[src/rtl/csma_pkg.sv]
package csma_pkg;

   typedef enum logic [2:0] {
      ST_IDLE,
      ST_WAIT,
      ST_TX,
      ST_JAM,
      ST_BACKOFF,
      ST_FORCE
   } csma_state_e;

   // Feedback tap mask of a maximal-length Fibonacci LFSR; 0 = width unsupported
   function automatic logic [15:0] lfsr_taps(input int w);
      case (w)
         8:       return 16'h00B8;
         9:       return 16'h0110;
         10:      return 16'h0240;
         11:      return 16'h0500;
         12:      return 16'h0E08;
         16:      return 16'hD008;
         default: return 16'h0000;
      endcase
   endfunction

endpackage

[src/rtl/csma_lfsr.sv]
module csma_lfsr #(
   parameter int W = 10
) (
   input  logic         clk,
   input  logic         rst_n,
   output logic [W-1:0] q
);
   localparam logic [15:0] TAPS = csma_pkg::lfsr_taps(W);

   generate
      if (TAPS == 16'h0000) begin : g_bad_width
         initial $error("csma_lfsr: width %0d has no tap set", W);
      end
   endgenerate

   logic fb;
   assign fb = ^(q & TAPS[W-1:0]);

   always_ff @(posedge clk) begin
      if (!rst_n) q <= W'(1);
      else        q <= {q[W-2:0], fb};
   end
endmodule

[src/rtl/csma_slot_pick.sv]
module csma_slot_pick #(
   parameter int B  = 10,
   parameter int CW = 5
) (
   input  logic [CW-1:0] coll_n,
   input  logic [B-1:0]  rnd,
   input  logic [B-1:0]  seed,
   output logic [B-1:0]  slots
);
   logic [B-1:0] mask;

   // bit i survives once at least i+1 collisions have been seen
   generate
      for (genvar i = 0; i < B; i++) begin : g_mask
         assign mask[i] = (32'(coll_n) > i);
      end
   endgenerate

   assign slots = (rnd ^ seed) & mask;
endmodule

[src/rtl/csma_backoff_ctrl.sv]
module csma_backoff_ctrl #(
   parameter int          BO_BITS      = 10,
   parameter int          IFG_NIB      = 24,
   parameter int          SLOT_NIB     = 128,
   parameter int          JAM_NIB      = 8,
   parameter int          BP_NIB       = 16,
   parameter int          MAX_ATTEMPTS = 16,
   parameter logic [3:0]  PATTERN      = 4'b1011
) (
   input  logic               clk,
   input  logic               rst_n,
   input  logic               full_duplex,
   input  logic               bp_en,
   input  logic               tx_req,
   input  logic               frame_end,
   input  logic               crs,
   input  logic               col,
   input  logic [BO_BITS-1:0] data_lsb,
   output logic               tx_go,
   output logic               jam_en,
   output logic               force_en,
   output logic [3:0]         tx_nib,
   output logic               tx_done,
   output logic               tx_err
);
   import csma_pkg::*;

   localparam int SEQ_MAX = (JAM_NIB > BP_NIB) ? JAM_NIB : BP_NIB;
   localparam int CW      = $clog2(MAX_ATTEMPTS + 1);
   localparam int GW      = (IFG_NIB  > 1) ? $clog2(IFG_NIB)  : 1;
   localparam int SW      = (SLOT_NIB > 1) ? $clog2(SLOT_NIB) : 1;
   localparam int QW      = (SEQ_MAX  > 1) ? $clog2(SEQ_MAX)  : 1;

   initial begin : elab_chk
      assert (IFG_NIB >= 2)      else $error("IFG_NIB must be at least 2");
      assert (SLOT_NIB >= 2)     else $error("SLOT_NIB must be at least 2");
      assert (JAM_NIB >= 1)      else $error("JAM_NIB must be at least 1");
      assert (BP_NIB >= 1)       else $error("BP_NIB must be at least 1");
      assert (MAX_ATTEMPTS >= 1) else $error("MAX_ATTEMPTS must be at least 1");
   end

   csma_state_e        state;
   logic [GW-1:0]      gap_cnt;
   logic [SW-1:0]      slot_cnt;
   logic [QW-1:0]      seq_cnt;
   logic [BO_BITS-1:0] bo_left;
   logic [CW-1:0]      coll_cnt;
   logic               crs_q;
   logic [BO_BITS-1:0] rnd;
   logic [BO_BITS-1:0] pick;
   logic [CW-1:0]      coll_next;
   logic               quiet;
   logic               crs_rise;

   csma_lfsr #(.W(BO_BITS)) u_lfsr (
      .clk   (clk),
      .rst_n (rst_n),
      .q     (rnd)
   );

   assign coll_next = coll_cnt + 1'b1;

   csma_slot_pick #(.B(BO_BITS), .CW(CW)) u_pick (
      .coll_n (coll_next),
      .rnd    (rnd),
      .seed   (data_lsb),
      .slots  (pick)
   );

   assign quiet    = full_duplex | ~crs;
   assign crs_rise = crs & ~crs_q;

   always_comb begin
      tx_go    = (state == ST_TX);
      jam_en   = (state == ST_JAM);
      force_en = (state == ST_FORCE);
      tx_nib   = (jam_en | force_en) ? PATTERN : 4'b0000;
   end

   always_ff @(posedge clk) begin
      if (!rst_n) begin
         state    <= ST_IDLE;
         gap_cnt  <= '0;
         slot_cnt <= '0;
         seq_cnt  <= '0;
         bo_left  <= '0;
         coll_cnt <= '0;
         crs_q    <= 1'b0;
         tx_done  <= 1'b0;
         tx_err   <= 1'b0;
      end else begin
         crs_q   <= crs;
         tx_done <= 1'b0;
         tx_err  <= 1'b0;
         case (state)
            ST_IDLE: begin
               if (bp_en && !full_duplex && crs_rise) begin
                  state   <= ST_FORCE;
                  seq_cnt <= '0;
               end else if (tx_req) begin
                  state   <= ST_WAIT;
                  gap_cnt <= '0;
               end
            end
            ST_WAIT: begin
               if (!quiet)                              gap_cnt <= '0;
               else if (gap_cnt == GW'(IFG_NIB - 1))    state   <= ST_TX;
               else                                     gap_cnt <= gap_cnt + 1'b1;
            end
            ST_TX: begin
               if (col && !full_duplex) begin
                  state    <= ST_JAM;
                  seq_cnt  <= '0;
                  coll_cnt <= coll_next;
                  bo_left  <= pick;
               end else if (frame_end) begin
                  state    <= ST_IDLE;
                  tx_done  <= 1'b1;
                  coll_cnt <= '0;
               end
            end
            ST_JAM: begin
               if (seq_cnt == QW'(JAM_NIB - 1)) begin
                  if (coll_cnt == CW'(MAX_ATTEMPTS)) begin
                     state    <= ST_IDLE;
                     tx_err   <= 1'b1;
                     coll_cnt <= '0;
                  end else begin
                     state    <= ST_BACKOFF;
                     slot_cnt <= '0;
                  end
               end else begin
                  seq_cnt <= seq_cnt + 1'b1;
               end
            end
            ST_BACKOFF: begin
               if (bo_left == '0) begin
                  state   <= ST_WAIT;
                  gap_cnt <= '0;
               end else if (slot_cnt == SW'(SLOT_NIB - 1)) begin
                  slot_cnt <= '0;
                  bo_left  <= bo_left - 1'b1;
               end else begin
                  slot_cnt <= slot_cnt + 1'b1;
               end
            end
            ST_FORCE: begin
               if (seq_cnt == QW'(BP_NIB - 1)) state   <= ST_IDLE;
               else                            seq_cnt <= seq_cnt + 1'b1;
            end
            default: state <= ST_IDLE;
         endcase
      end
   end

   AST_GO_AFTER_QUIET: assert property (@(posedge clk) disable iff (!rst_n)
      ($rose(tx_go) && !$past(full_duplex)) |-> !$past(crs));

   AST_JAM_FROM_COL: assert property (@(posedge clk) disable iff (!rst_n)
      $rose(jam_en) |-> ($past(col) && $past(tx_go) && !$past(full_duplex)));

   AST_ERR_AT_LIMIT: assert property (@(posedge clk) disable iff (!rst_n)
      tx_err |-> ($past(coll_cnt) == CW'(MAX_ATTEMPTS)));

   AST_COUNT_CLEARED: assert property (@(posedge clk) disable iff (!rst_n)
      (tx_done || tx_err) |-> (coll_cnt == '0));

   AST_FORCE_CAUSE: assert property (@(posedge clk) disable iff (!rst_n)
      $rose(force_en) |-> ($past(crs) && !$past(crs_q) && $past(bp_en) && !$past(full_duplex)));

   AST_ONE_DRIVER: assert property (@(posedge clk) disable iff (!rst_n)
      $onehot0({tx_go, jam_en, force_en}));
endmodule

[config.mk]
export PLATFORM = sky130hd
export DESIGN_NAME = csma_backoff_ctrl
export DESIGN_NICKNAME = d
export VERILOG_FILES = /design/src/rtl/csma_pkg.sv /design/src/rtl/csma_lfsr.sv /design/src/rtl/csma_slot_pick.sv /design/src/rtl/csma_backoff_ctrl.sv
export SDC_FILE = /design/constraint.sdc
export NUM_CORES = 1
export LEC_CHECK = 0
export BUFFER_PORTS_ARGS = -buffer_cell sky130_fd_sc_hd__buf_2
export CORE_MARGIN = 4
export CORE_UTILIZATION = 35
export DETAILED_ROUTE_END_ITERATION = 6
export PLACE_DENSITY = 0.59
export SETUP_SLACK_MARGIN = 0.05
export SYNTH_ARGS = -nofsm -noshare
export SYNTH_HDL_FRONTEND = slang
export SYNTH_HIERARCHICAL = 1
export SYNTH_SLANG_ARGS = --single-unit
[constraint.sdc]
create_clock -name clk -period 3.2 [get_ports clk]
set_input_delay 0 -clock clk [delete_from_list [all_inputs] [get_ports clk]]
set_output_delay 0 -clock clk [all_outputs]
set_load 0.01 [all_outputs]
==> results.toml <==
[sta]
setup_viol = 0
fin_tns_setup_ns = 0
max_slew_margin_pct = 44.0
max_freq_mhz = 405
finalClockSkew_ns = 0.00363
grt_setup_unrepaired = "no"
slew_viol_final = 0
hold_ws_ns = 0.0372
hold_viol = 0
period_minus_slack_ns = 2.47
worstMarginPinSlew_ns = 0.840
fin_crit_sh_pct = 77.2

[clock_tree]
cts_buffers = 5
post-cts-setup-buffers = 0
cts_max_level = 2
root_buffer = "clkbuf_8"
cts_buffer_depth = 2
cts_tree = "built"
clkLatencyLatePin_ns = 0.29
cts.sinks = 47
clk_pin_slew_ns = 0.08

[die]
die_w_um = 96.0
die_area_mm2 = 0.00922
core_mm2 = 0.00741
num_rows = 31
initial_core_util_pct = 36.6
die_y_um = 96.0
pin_count = 27

[synthesis]
syn_avg_cell_area_um2 = 8.19
synth_edf_count = 0
yosys-top-cells-area = "dfxtp_1 (35%), a21oi_1 (5.4%), xnor2_1 (4.2%)"
yosysTopAreaCell = "dfxtp_1"
synth-seq-cells = 47
yosysWarnings = 6
synth_top_area_share_pct = 34.7
synth_area_mm2 = 0.00271
yosysSeqAreaShare_pct = 34.7
ys_types = 62
ys.flop_type = "dfxtp_1"
syn_inst = 331
synth_nets = 355
ys_async_sr_fraction_pct = 0

[setup_path]
path_max_fanout = 25
crit_path_top_delay_cell = "or3b_1"
cp.required_ns = 3.38
reg2reg_depth = 5
critPathCaptureType = "flop"
worstPathArrival_ns = 2.65
cpPeakStageDelay_ns = 0.74
crit_chain = "or3b_1, a31oi_1, o22ai_1, o21ai_0, a21oi_1"
start_kind = "flop"
worst-setup-path-type = "reg -> reg"

[drt]
wire_per_inst_um = 13.9
wl_um = 6250
num_vias = 2426
drtPass1Iterations = 4
drc_errors = 0
initialDrtViolationCount = 133
viasPerCell = 5.39
final_antenna_net_count = 0

[cells_and_area]
layout_commonest_cell = "dfxtp_1"
fin_nets = 376
area_growth_pct = 9.83
fillers = 750
num_antenna_cells = 0
drive_gt1_share_pct = 14.0
layout_common_cells = "dfxtp_1 (47), a21oi_1 (29), nand2_1 (27)"

[worst_hold_path]
hold_class = "in -> reg"
hold_depth = 3

[job]
cap_viol_max_count = 0

[pwr]
power_density_mw_per_mm2 = 390
peakVddDrop_mv = 0.147
leakagePower_nw = 1.12

[grt]
track_usage_pct = 14.9
antenna_found_initial = 0
grt.overflow.total = 0
grt_max_degree = 33
grt_pass1_vias = 2398
grt_pass1_wl_um = 11000

[placed_design]
place.gp.congestion = 0.831
portBuffers = 25
dp_hpwl_um = 4570

[outcome]
outcome = "finished clean"
[metal layers]
layer  wire (um)  vias to the layer above  global-route usage, %
met1        2960                     1142                   19.3
met3         188                        5                   2.58
met5           0                        -                      0
met2        3030                       42                   25.2
li1            -                     1237                      -
met4          78                        0                   4.62
[cell usage after synthesis (4+ instances only)]
cell type  instances
a21oi_1           29
a31oi_1            8
and2_1            12
and3_1             6
buf_4              5
clkbuf_1           6
dfxtp_1           47
ha_1               6
inv_1             14
nand2_1           27
nand2b_1          10
nand3_1           17
nor2_1            21
nor2b_1            5
nor3_1             9
nor3b_1            4
nor4_1             4
o21a_1             5
o21ai_0           11
o31ai_1            6
or3_1              5
xnor2_1           13
[layout make-up]
cell class	instances	area, um2	share of cell area (%)
clock buffers	6	72.6	2.44
inverters	15	56.3	1.89
multi-input cells	253	1620	54.3
flip-flops and latches	47	941	31.6
well taps	99	124	4.16
repair buffers	30	168	5.63
[worst max-delay path, delay by kind of cell, from the launching register on]
family	cells	cell delay, ns
DFF	1	0.48
and+or+nand+nor	1	0.74
AOI/OAI and AO/OA	4	1.14
[registers in the layout, summed over array words and instances (netlist names)]
name      cells
u_lfsr/q     10
tx_err        1
crs_q         1
gap_cnt       5
bo_left      10
tx_done       1
seq_cnt       4
slot_cnt      7
coll_cnt      5
state         3
[cells by family after synthesis]
kind of cell / count (synthesis) / share of synthesized area, %
and+or+nand+nor: 144 / 30.3
AOI/OAI and AO/OA: 87 / 21.6
DFF: 47 / 34.7
buffers and inverters: 31 / 5.68
xor gates and xnor gates: 14 / 4.52
adders and majority gates: 6 / 2.77
other: 1 / 0.138
muxes: 1 / 0.369
[path summary, 6_finish.rpt]
path | from | to | slack (ns)
worst max-delay path | state[2] | slot_cnt[6] | 0.73
worst min-delay path | rst_n | gap_cnt[1] | 0.04
worst max register to register | state[2] | slot_cnt[6] | 0.73
worst min register to register | gap_cnt[4] | gap_cnt[4] | 0.48
[power breakdown]
group / switching [mW] / total [mW] / internal (mW)
clock: 0.192 / 0.338 / 0.146
sequential: 0.0229 / 0.620 / 0.597
combinational: 0.108 / 0.202 / 0.0937
[what timing repair did]
| item | CTS | global route |
|---|---|---|
| hold buffers | 2 | 0 |
| endpoints found under the setup margin | 0 | 0 |
| resized for setup | 0 | 0 |
| endpoints found under the hold margin | 2 | 0 |
[metrics by stage]
step                      setup WS, ns  area (um2)  std cells  power [mW]  utilization, %
after CTS                        0.770        2980        450        1.17            40.2
final                            0.730        2980        450        1.16            40.2
after detailed placement         0.772        2890        442       0.834            38.9
after floorplan                   1.31        2710        331       0.792               -
after global routing             0.474        2980        450        1.23            40.2
after global placement           0.878        2890        442       0.831            38.9
Note: power is estimated with default switching activity, not from simulation.
